==> config.mk <==
export PLATFORM = sky130hd
export DESIGN_NAME = sniff_unit
export DESIGN_NICKNAME = d
export VERILOG_FILES = /design/src/rtl/sniff_pkg.sv /design/src/rtl/sniff_item_prep.sv /design/src/rtl/sniff_accum_next.sv /design/src/rtl/sniff_unit.sv
export SDC_FILE = /design/constraint.sdc
export NUM_CORES = 1
export LEC_CHECK = 0
export CAP_MARGIN = 0
export CORE_MARGIN = 2
export CORE_UTILIZATION = 50
export DETAILED_ROUTE_END_ITERATION = 6
export PLACE_DENSITY = 0.71
export REMOVE_ABC_BUFFERS = 1
export SYNTH_ARGS = -nofsm -noshare
export SYNTH_HDL_FRONTEND = slang
export SYNTH_SLANG_ARGS = --single-unit
==> constraint.sdc <==
create_clock -name clk -period 12.79 [get_ports clk]
set_clock_uncertainty 0.15 [all_clocks]
set_input_delay 2.558 -clock clk [delete_from_list [all_inputs] [get_ports clk]]
set_output_delay 2.558 -clock clk [all_outputs]
set_load 0.03 [all_outputs]
==> src/rtl/sniff_pkg.sv <==
package sniff_pkg;

    localparam int          ACC_W       = 32;
    localparam logic [31:0] POLY_CRC32  = 32'h04C1_1DB7;
    localparam logic [15:0] POLY_CRC16  = 16'h1021;

    localparam logic [3:0]  MD_CRC32    = 4'h0;
    localparam logic [3:0]  MD_CRC32_BR = 4'h1;
    localparam logic [3:0]  MD_CRC16    = 4'h2;
    localparam logic [3:0]  MD_CRC16_BR = 4'h3;
    localparam logic [3:0]  MD_PARITY   = 4'hE;
    localparam logic [3:0]  MD_SUM      = 4'hF;

    // One data item, right-aligned, with its width in bits.
    typedef struct packed {
        logic [ACC_W-1:0] bits;
        logic [5:0]       nbits;
    } item_t;

    function automatic logic [31:0] byte_rev(input logic [31:0] d, input logic [1:0] sz);
        case (sz)
            2'd1:    return {16'h0, d[7:0], d[15:8]};
            2'd2:    return {d[7:0], d[15:8], d[23:16], d[31:24]};
            default: return d;
        endcase
    endfunction

    function automatic logic [31:0] bit_rev_n(input logic [31:0] d, input logic [5:0] n);
        logic [31:0] r;
        for (int i = 0; i < 32; i++) r[i] = d[31-i];
        return r >> (6'd32 - n);
    endfunction

    // Shift n item bits, most significant first, through a 32-bit CRC register.
    function automatic logic [31:0] crc_step(input logic [31:0] c, input logic [31:0] d,
                                             input logic [5:0] n, input logic [31:0] poly);
        logic [31:0] r;
        logic        fb;
        r = c;
        for (int i = 31; i >= 0; i--) begin
            if (i < int'(n)) begin
                fb = r[31] ^ d[i];
                r  = {r[30:0], 1'b0};
                if (fb) r = r ^ poly;
            end
        end
        return r;
    endfunction

endpackage

==> src/rtl/sniff_item_prep.sv <==
module sniff_item_prep
    import sniff_pkg::*;
(
    input  logic [31:0] data,
    input  logic [1:0]  size,
    input  logic        swap_bytes,
    input  logic        rev_bits,
    output item_t       item,
    output logic        size_ok
);
    logic [31:0] masked;
    logic [31:0] swapped;
    logic [5:0]  width;

    always_comb begin
        case (size)
            2'd0:    begin width = 6'd8;  masked = {24'h0, data[7:0]};  end
            2'd1:    begin width = 6'd16; masked = {16'h0, data[15:0]}; end
            default: begin width = 6'd32; masked = data;                end
        endcase
        size_ok    = (size != 2'd3);
        swapped    = swap_bytes ? byte_rev(masked, size) : masked;
        item.nbits = width;
        item.bits  = rev_bits ? bit_rev_n(swapped, width) : swapped;
    end
endmodule

==> src/rtl/sniff_accum_next.sv <==
module sniff_accum_next
    import sniff_pkg::*;
(
    input  logic [31:0] acc,
    input  logic [3:0]  mode,
    input  item_t       item,
    output logic [31:0] acc_nxt
);
    logic [31:0] c16;

    always_comb begin
        c16 = crc_step({acc[15:0], 16'h0}, item.bits, item.nbits, {POLY_CRC16, 16'h0});
        case (mode)
            MD_CRC32, MD_CRC32_BR: acc_nxt = crc_step(acc, item.bits, item.nbits, POLY_CRC32);
            MD_CRC16, MD_CRC16_BR: acc_nxt = {16'h0, c16[31:16]};
            MD_PARITY:             acc_nxt = {31'h0, acc[0] ^ (^item.bits)};
            MD_SUM:                acc_nxt = acc + item.bits;
            default:               acc_nxt = acc;
        endcase
    end
endmodule

==> src/rtl/sniff_unit.sv <==
module sniff_unit
    import sniff_pkg::*;
#(
    parameter int NUM_CH = 12,
    localparam int CH_W  = $clog2(NUM_CH),
    localparam int CTL_W = CH_W + 6
) (
    input  logic             clk,
    input  logic             rst,
    input  logic             ctl_we,
    input  logic [CTL_W-1:0] ctl_wdata,
    input  logic             seed_we,
    input  logic [31:0]      seed_data,
    input  logic             xfer_valid,
    input  logic [CH_W-1:0]  xfer_chan,
    input  logic [1:0]       xfer_size,
    input  logic [31:0]      xfer_data,
    input  logic             xfer_sniff_en,
    output logic [31:0]      acc_out
);
    localparam int MODE_LO = CH_W + 1;
    localparam int REV_BIT = CH_W + 5;

    logic            cfg_en;
    logic [CH_W-1:0] cfg_chan;
    logic [3:0]      cfg_mode;
    logic            cfg_rev;
    logic [31:0]     acc;
    logic [31:0]     acc_nxt;
    item_t           item;
    logic            size_ok;
    logic            hit;
    logic            rev_bits;

    assign rev_bits = (cfg_mode == MD_CRC32_BR) || (cfg_mode == MD_CRC16_BR);
    assign hit      = xfer_valid && cfg_en && xfer_sniff_en && (xfer_chan == cfg_chan) && size_ok;

    sniff_item_prep u_prep (
        .data       (xfer_data),
        .size       (xfer_size),
        .swap_bytes (cfg_rev),
        .rev_bits   (rev_bits),
        .item       (item),
        .size_ok    (size_ok)
    );

    sniff_accum_next u_next (
        .acc     (acc),
        .mode    (cfg_mode),
        .item    (item),
        .acc_nxt (acc_nxt)
    );

    always_ff @(posedge clk) begin
        if (rst) begin
            cfg_en   <= 1'b0;
            cfg_chan <= '0;
            cfg_mode <= '0;
            cfg_rev  <= 1'b0;
            acc      <= '0;
        end else begin
            if (ctl_we) begin
                cfg_en   <= ctl_wdata[0];
                cfg_chan <= ctl_wdata[CH_W:1];
                cfg_mode <= ctl_wdata[MODE_LO+3:MODE_LO];
                cfg_rev  <= ctl_wdata[REV_BIT];
            end
            if (seed_we)  acc <= seed_data;
            else if (hit) acc <= acc_nxt;
        end
    end

    assign acc_out = acc;
endmodule

==> impl_metrics.env, run 1 <==
export IMPL_run_status="finished with violations"
export IMPL_synthesis_yosys_warnings=0
export IMPL_synth_largest_area_cell="sky130_fd_sc_hd__xnor2_1"
export IMPL_syn_mean_instance_area_um2=7.94
export IMPL_layout_drive_gt1_share_pct=9.06
export IMPL_floorplan_initialDensity_pct=50.5
export IMPL_post_synth_inst_count=1583
export IMPL_detail_route_drc_violations=1
export IMPL_drtIter0Drc=1804
export IMPL_syn_cell_area_um2=12600
export IMPL_routed_wirelength_um=52000
export IMPL_timing_fmax_mhz=89.1
export IMPL_viasPerCell=6.43
export IMPL_post_dp_hpwl_um=41300
export IMPL_layout_cells_most_common="sky130_fd_sc_hd__xnor2_1"
export IMPL_reg2reg_from="cfg_mode[0]"
export IMPL_yosys_top_cells_area="sky130_fd_sc_hd__xnor2_1 18%, sky130_fd_sc_hd__xor2_1 7.8%, sky130_fd_sc_hd__dfxtp_1 6.7%"
export IMPL_placement_io_buffers=117
export IMPL_nFillCells=2342
export IMPL_synth_main_ff_cell="sky130_fd_sc_hd__dfxtp_1"
export IMPL_hold_path_startpoint="cfg_en"
export IMPL_floorplan_die_width_um=163
export IMPL_critPathRequiredTime_ns=12.79
export IMPL_fp_dieH_um=163
export IMPL_cts_tree="done"
export IMPL_synth_edff_count=0
export IMPL_synth_cell_type_count=119
export IMPL_reg2regPathDepth=20
export IMPL_finalCritPeriodShare_pct=87.7
export IMPL_hold_violations=0
export IMPL_synth_async_sr_flop_share_pct=0
export IMPL_postSynthRegisterBits=42
export IMPL_pin_count=118
export IMPL_worst_skew_pair_late_latency_ns=0.30
export IMPL_clock_sinks=42
export IMPL_synth_seq_area_share_pct=6.69
export IMPL_drt_pre_antenna_iters=7
export IMPL_holdBufCountCts=0
export IMPL_fin_nets=1770
export IMPL_clk_pin_slew_ns=0.07
export IMPL_crit_arrival_ns=11.22
export IMPL_worst_slew_pin_transition_ns=1.24
export IMPL_max_slew_margin_rel_pct=17.4
export IMPL_setup_worst_path_end="acc_out[8]"
export IMPL_die_area_um2=26400
export IMPL_timing_max_transition_violations_final=0
export IMPL_post_drt_wl_per_cell_um=26.3
export IMPL_num_antenna_cells=0
export IMPL_cts_root_to_sink_buffers=2
export IMPL_setup_viol=0
export IMPL_vias=12700
export IMPL_cts_htree_levels=2
export IMPL_grt_overflow=0
export IMPL_number_of_global_route_vias_before_repair=11900
export IMPL_cts_made_buffers=5
export IMPL_unrepaired_setup_endpoints_after_global_routing="false"
export IMPL_cp_end_kind="flop"
export IMPL_reg2reg_slack_ns=4.67
export IMPL_final_antenna_net_count=0
export IMPL_worst_setup_path_type="in2reg"
export IMPL_grt_start_max_net_pins=75
export IMPL_r2r_end="acc_out[8]"
export IMPL_initial_antenna_violation_count=1
export IMPL_post_cts_resized=0
export IMPL_worstSetupStartpoint="xfer_size[0]"
export IMPL_violations="design-rule violations"
export IMPL_weighted_congestion_at_the_end_of_routability_driven_global_placement=1.05
export IMPL_fin_setup_tns_ns=0
export IMPL_synth_top_cell_area_share_pct=18.5
export IMPL_placeableCoreArea_um2=24900
export IMPL_global_route_wire_length_before_repair_um=76500
export IMPL_most_common_layout_cells="265 x sky130_fd_sc_hd__xnor2_1, 140 x sky130_fd_sc_hd__nand2_1, 123 x sky130_fd_sc_hd__a21oi_1"
export IMPL_cts_post_setup_buffers_inserted=0
export IMPL_cts_root_buf="sky130_fd_sc_hd__clkbuf_16"
export IMPL_crit_path_max_fanout=17
export IMPL_grtUsageTotal_pct=38.8
export IMPL_area_growth_syn_to_layout_pct=12.6
export IMPL_critical_path_startpoint_type="input pin"
export IMPL_hold_class="reg2reg"
export IMPL_maxCapViolations=0
export IMPL_placement_rows=58
export IMPL_timing_final_crit_period_ns=11.22
## logic make-up (layout without fill, tap and decap cells)
group | Yosys count | in the layout | synth area share (%)
AO/OA/AOI/OAI | 420 | 420 | 23.4
adder cells (fa/ha/maj) | 40 | 40 | 4.04
buffers and inverters | 149 | 211 | 4.85
AND/OR/NAND/NOR | 419 | 419 | 16.4
flip-flops | 42 | 42 | 6.69
multiplexers | 65 | 65 | 6.31
XOR/XNOR | 448 | 448 | 38.4
## Yosys cell counts (10+ instances only)
| cell type | instances |
|---|---|
| sky130_fd_sc_hd__a21o_1 | 14 |
| sky130_fd_sc_hd__a21oi_1 | 123 |
| sky130_fd_sc_hd__a221oi_1 | 16 |
| sky130_fd_sc_hd__a22oi_1 | 10 |
| sky130_fd_sc_hd__a31oi_1 | 13 |
| sky130_fd_sc_hd__and2_1 | 11 |
| sky130_fd_sc_hd__and3_1 | 11 |
| sky130_fd_sc_hd__and4_1 | 12 |
| sky130_fd_sc_hd__buf_1 | 13 |
| sky130_fd_sc_hd__buf_2 | 11 |
| sky130_fd_sc_hd__clkbuf_1 | 65 |
| sky130_fd_sc_hd__dfxtp_1 | 42 |
| sky130_fd_sc_hd__ha_1 | 39 |
| sky130_fd_sc_hd__inv_1 | 51 |
| sky130_fd_sc_hd__mux2i_1 | 46 |
| sky130_fd_sc_hd__nand2_1 | 140 |
| sky130_fd_sc_hd__nand2b_1 | 11 |
| sky130_fd_sc_hd__nand3_1 | 17 |
| sky130_fd_sc_hd__nor2_1 | 107 |
| sky130_fd_sc_hd__nor2b_1 | 14 |
| sky130_fd_sc_hd__nor3_1 | 36 |
| sky130_fd_sc_hd__o21a_1 | 11 |
| sky130_fd_sc_hd__o21ai_0 | 80 |
| sky130_fd_sc_hd__o22ai_1 | 20 |
| sky130_fd_sc_hd__o31ai_1 | 14 |
| sky130_fd_sc_hd__or3_1 | 20 |
| sky130_fd_sc_hd__xnor2_1 | 265 |
| sky130_fd_sc_hd__xnor2_2 | 13 |
| sky130_fd_sc_hd__xnor3_1 | 34 |
| sky130_fd_sc_hd__xor2_1 | 112 |
## worst max-delay path: stages
cell	delay, ns
sky130_fd_sc_hd__clkdlybuf4s50_1	0.48
sky130_fd_sc_hd__inv_1	0.14
sky130_fd_sc_hd__ha_2	0.20
sky130_fd_sc_hd__inv_2	0.04
sky130_fd_sc_hd__ha_1	0.66
sky130_fd_sc_hd__clkinv_1	0.61
sky130_fd_sc_hd__nand4_4	0.48
sky130_fd_sc_hd__o22a_2	0.29
sky130_fd_sc_hd__inv_4	0.07
sky130_fd_sc_hd__xnor2_2	0.42
sky130_fd_sc_hd__xor3_1	0.45
sky130_fd_sc_hd__xnor2_2	0.31
sky130_fd_sc_hd__nor2_1	0.12
sky130_fd_sc_hd__a211oi_4	0.49
sky130_fd_sc_hd__xor3_1	0.40
sky130_fd_sc_hd__o311ai_2	0.12
sky130_fd_sc_hd__xnor2_2	0.69
sky130_fd_sc_hd__xnor2_1	0.17
sky130_fd_sc_hd__mux2i_1	0.38
sky130_fd_sc_hd__xor2_1	0.23
sky130_fd_sc_hd__xnor2_1	0.65
sky130_fd_sc_hd__xnor2_1	0.25
sky130_fd_sc_hd__xor3_2	0.33
sky130_fd_sc_hd__xnor2_1	0.14
sky130_fd_sc_hd__a2111oi_0	0.40
sky130_fd_sc_hd__nor3_1	0.08
## state kept, by name, indices dropped and copies added, names as in the netlist
signal,flops
cfg_mode,4
cfg_rev,1
cfg_en,1
acc_out,32
cfg_chan,4
## area by class of cell
| class | count | area (µm²) | share of cell area, % |
|---|---|---|---|
| multi-input cells | 1392 | 11100 | 78.7 |
| repair buffers | 149 | 1410 | 9.95 |
| flip-flops and latches | 42 | 841 | 5.95 |
| well taps | 330 | 413 | 2.92 |
| inverters | 54 | 205 | 1.45 |
| clock buffers | 5 | 125 | 0.885 |
| clock inverters | 3 | 23.8 | 0.168 |
## layer usage
metal | track usage (%) | part of all wire, %
met1 | 54.1 | 42
met2 | 60.0 | 44
met3 | 6.98 | 10
met4 | 14.0 | 4.0
met5 | 0 | 0.023
## stage by stage
stage	area [µm²]	setup slack, ns	hold WS (ns)	utilization (%)	std cells
final	14100	1.57	0.368	56.8	1975
after global routing	14100	1.10	0.413	56.8	1975
after CTS	14100	1.70	0.376	56.8	1975
after detailed placement	14000	1.42	0.358	56.2	1967
after global placement	14000	1.48	0.334	56.2	1967
after floorplan	12200	0.0973	0.311	-	1488
## how the worst min path moves through the flow
stage                   to  cells past startpoint
4_1_cts        cfg_chan[2]                      2
5_1_grt        cfg_chan[3]                      2
3_5_place_dp   cfg_chan[2]                      2
2_1_floorplan       cfg_en                      2
6_report            cfg_en                      2
3_3_place_gp        cfg_en                      2
Power of run 1 is left out: the tool's default activity adds up to more than one toggle a clock period on the data nets, which glitch-free logic cannot reach.
==> run 2: changes to the inputs <==
--- a/config.mk
+++ b/config.mk
@@ -6,9 +6,11 @@
 export NUM_CORES = 1
 export LEC_CHECK = 0
 export CAP_MARGIN = 0
-export CORE_MARGIN = 2
+export CORE_MARGIN = 4
 export CORE_UTILIZATION = 50
+export CTS_CLUSTER_DIAMETER = 60
 export DETAILED_ROUTE_END_ITERATION = 6
+export HOLD_SLACK_MARGIN = 0.05
 export PLACE_DENSITY = 0.71
 export REMOVE_ABC_BUFFERS = 1
 export SYNTH_ARGS = -nofsm -noshare
==> run 2 against run 1 <==
Sequential share of layout area is essentially flat. Clock-buffer cell count up 1. Utilization rose by 0.69 points. The run now ends clean. Register-to-register slack worse by 0.23 ns. Worst setup slack improved by 0.080 ns. Critical path type unchanged. Fmax is 0.72% higher. Flip-flop and latch count unchanged. Routed wire length fell by 3.5%. Cell count fell by 0.51%. Cell area is 0.25% lower. Die area is 5.0% higher. First-iteration DRC count down 0.17%.
==> impl_metrics.env, run 2 (same netlist as run 1, synthesis figures left out) <==
export IMPL_clk_pin_slew_ns=0.07
export IMPL_cts_root_to_sink_buffers=2
export IMPL_cts_htree_levels=2
export IMPL_vias=12600
export IMPL_number_of_global_route_vias_before_repair=11800
export IMPL_drt_pre_antenna_iters=7
export IMPL_pin_count=118
export IMPL_layout_cells_most_common="sky130_fd_sc_hd__xnor2_1"
export IMPL_fin_nets=1766
export IMPL_grt_start_max_net_pins=67
export IMPL_detail_route_drc_violations=0
export IMPL_layoutNonFillerInstCount=1965
export IMPL_post_drt_wl_per_cell_um=25.6
export IMPL_run_status="complete, no violations"
export IMPL_crit_path_max_fanout=22
export IMPL_worst_setup_path_type="in2reg"
export IMPL_critical_path_depth=24
export IMPL_layout_drive_gt1_share_pct=8.84
export IMPL_critPathBufInv=3
export IMPL_unrepaired_setup_endpoints_after_global_routing="false"
export IMPL_viasPerCell=6.39
export IMPL_path_common_cell="sky130_fd_sc_hd__xnor2_1"
export IMPL_clock_sinks=42
export IMPL_placement_rows=57
export IMPL_reg2reg_from="cfg_rev"
export IMPL_max_slew_margin_rel_pct=14.1
export IMPL_grt_overflow=0
export IMPL_reg2regPathDepth=21
export IMPL_place_detailed_instances=1957
export IMPL_final_antenna_net_count=0
export IMPL_post_dp_hpwl_um=39600
export IMPL_cts_post_setup_buffers_inserted=0
export IMPL_die_area_um2=27700
export IMPL_r2r_end="acc_out[8]"
export IMPL_grtUsageTotal_pct=34.5
export IMPL_final_core_util_pct=57.5
export IMPL_weighted_congestion_at_the_end_of_routability_driven_global_placement=1.02
export IMPL_crit_arrival_ns=11.14
export IMPL_worstSetupStartpoint="xfer_size[0]"
export IMPL_timing_fmax_mhz=89.8
export IMPL_setup_viol=0
export IMPL_hold_class="reg2reg"
export IMPL_largest_reg_flops=32
export IMPL_drtIter0Drc=1801
export IMPL_cp_end_kind="flop"
export IMPL_global_route_wire_length_before_repair_um=74300
export IMPL_area_growth_syn_to_layout_pct=12.3
export IMPL_cts_made_buffers=5
export IMPL_floorplan_die_width_um=167
export IMPL_critPathRequiredTime_ns=12.79
export IMPL_timing_max_transition_violations_final=0
export IMPL_timing_final_crit_period_ns=11.14
export IMPL_placeableCoreArea_um2=24500
export IMPL_holdBufCountCts=0
export IMPL_finalCritPeriodShare_pct=87.1
export IMPL_maxCapViolations=0
export IMPL_fin_setup_tns_ns=0
export IMPL_floorplan_initialDensity_pct=51.2
export IMPL_critical_path_startpoint_type="input pin"
export IMPL_cts_root_buf="sky130_fd_sc_hd__clkbuf_16"
export IMPL_worst_skew_pair_late_latency_ns=0.30
export IMPL_initial_antenna_violation_count=0
export IMPL_critical_path_slowest_cell="sky130_fd_sc_hd__ha_1"
export IMPL_most_common_layout_cells="265 x sky130_fd_sc_hd__xnor2_1, 140 x sky130_fd_sc_hd__nand2_1, 123 x sky130_fd_sc_hd__a21oi_1"
export IMPL_routed_wirelength_um=50200
export IMPL_reg2reg_slack_ns=4.44
export IMPL_worstPathCellList="clkdlybuf4s50_1, inv_1, ha_1, nand2_1, a221oi_1, o22a_2, inv_4, xnor2_2, xor3_1, xnor2_2, nor2_1, a211oi_4, xor3_1, o311ai_2, xnor2_2, xnor2_1, mux2i_1, xor2_1, xnor2_1, xnor2_1, xor3_2, xnor2_1, a2111oi_0, nor3_1"
export IMPL_critical_path_s_top_delay_family="XOR/XNOR gates"
export IMPL_num_antenna_cells=0
export IMPL_fp_dieH_um=167
export IMPL_placement_io_buffers=117
export IMPL_post_cts_resized=0
export IMPL_cpPeakStageDelay_ns=0.71
export IMPL_worst_slew_pin_transition_ns=1.29
export IMPL_cts_tree="done"
export IMPL_hold_violations=0
export IMPL_setup_worst_path_end="acc_out[8]"
## run 2: cell count changes in the layout (fill, tap and decap cells not counted)
| cell | before | now |
|---|---|---|
| sky130_fd_sc_hd__inv_6 | 1 | 0 |
| sky130_fd_sc_hd__clkinvlp_4 | 2 | 1 |
| sky130_fd_sc_hd__clkbuf_8 | 0 | 1 |
| sky130_fd_sc_hd__buf_4 | 32 | 28 |
| sky130_fd_sc_hd__clkinv_2 | 0 | 1 |
## run 2: layer usage
metal	global-route usage, %	vias up	part of all wire (%)
li1	-	5731	-
met1	47.9	5968	41
met2	53.0	744	43
met3	5.83	117	11
met4	14.5	0	4.8
met5	0	-	0
## run 2: how the worst min path moves through the flow
stage / from / to / slack (ns) / depth (start not counted)
3_5_place_dp: cfg_en / cfg_en / 0.34 / 2
5_1_grt: cfg_chan[0] / cfg_chan[0] / 0.40 / 2
3_3_place_gp: cfg_en / cfg_en / 0.33 / 2
6_report: cfg_en / cfg_en / 0.35 / 2
2_1_floorplan: cfg_en / cfg_en / 0.31 / 2
4_1_cts: cfg_en / cfg_en / 0.36 / 2
## run 2: tightest hold or removal path, cell delays in order (launching register included)
cell and delay, ns:
sky130_fd_sc_hd__dfxtp_1 0.33, sky130_fd_sc_hd__mux2i_1 0.06, sky130_fd_sc_hd__nor2_1 0.07
## run 2: layout make-up
class | instances | area, µm²
Multi-Input combinational cell | 1392 | 11100
Fill cell | 2349 | 10400
Timing Repair Buffer | 145 | 1380
Sequential cell | 42 | 841
Tap cell | 324 | 405
Inverter | 54 | 205
Clock buffer | 6 | 139
Clock inverter | 2 | 12.5
## run 2: stage by stage
stage / hold slack (ns) / instance area [µm²] / setup WS, ns
6_report: 0.350 / 14100 / 1.65
5_1_grt: 0.400 / 14100 / 1.14
4_1_cts: 0.356 / 14100 / 1.85
3_5_place_dp: 0.342 / 14000 / 1.55
3_3_place_gp: 0.330 / 14000 / 1.59
2_1_floorplan: 0.311 / 12200 / 0.0973
Power of run 2 is left out for the same reason.
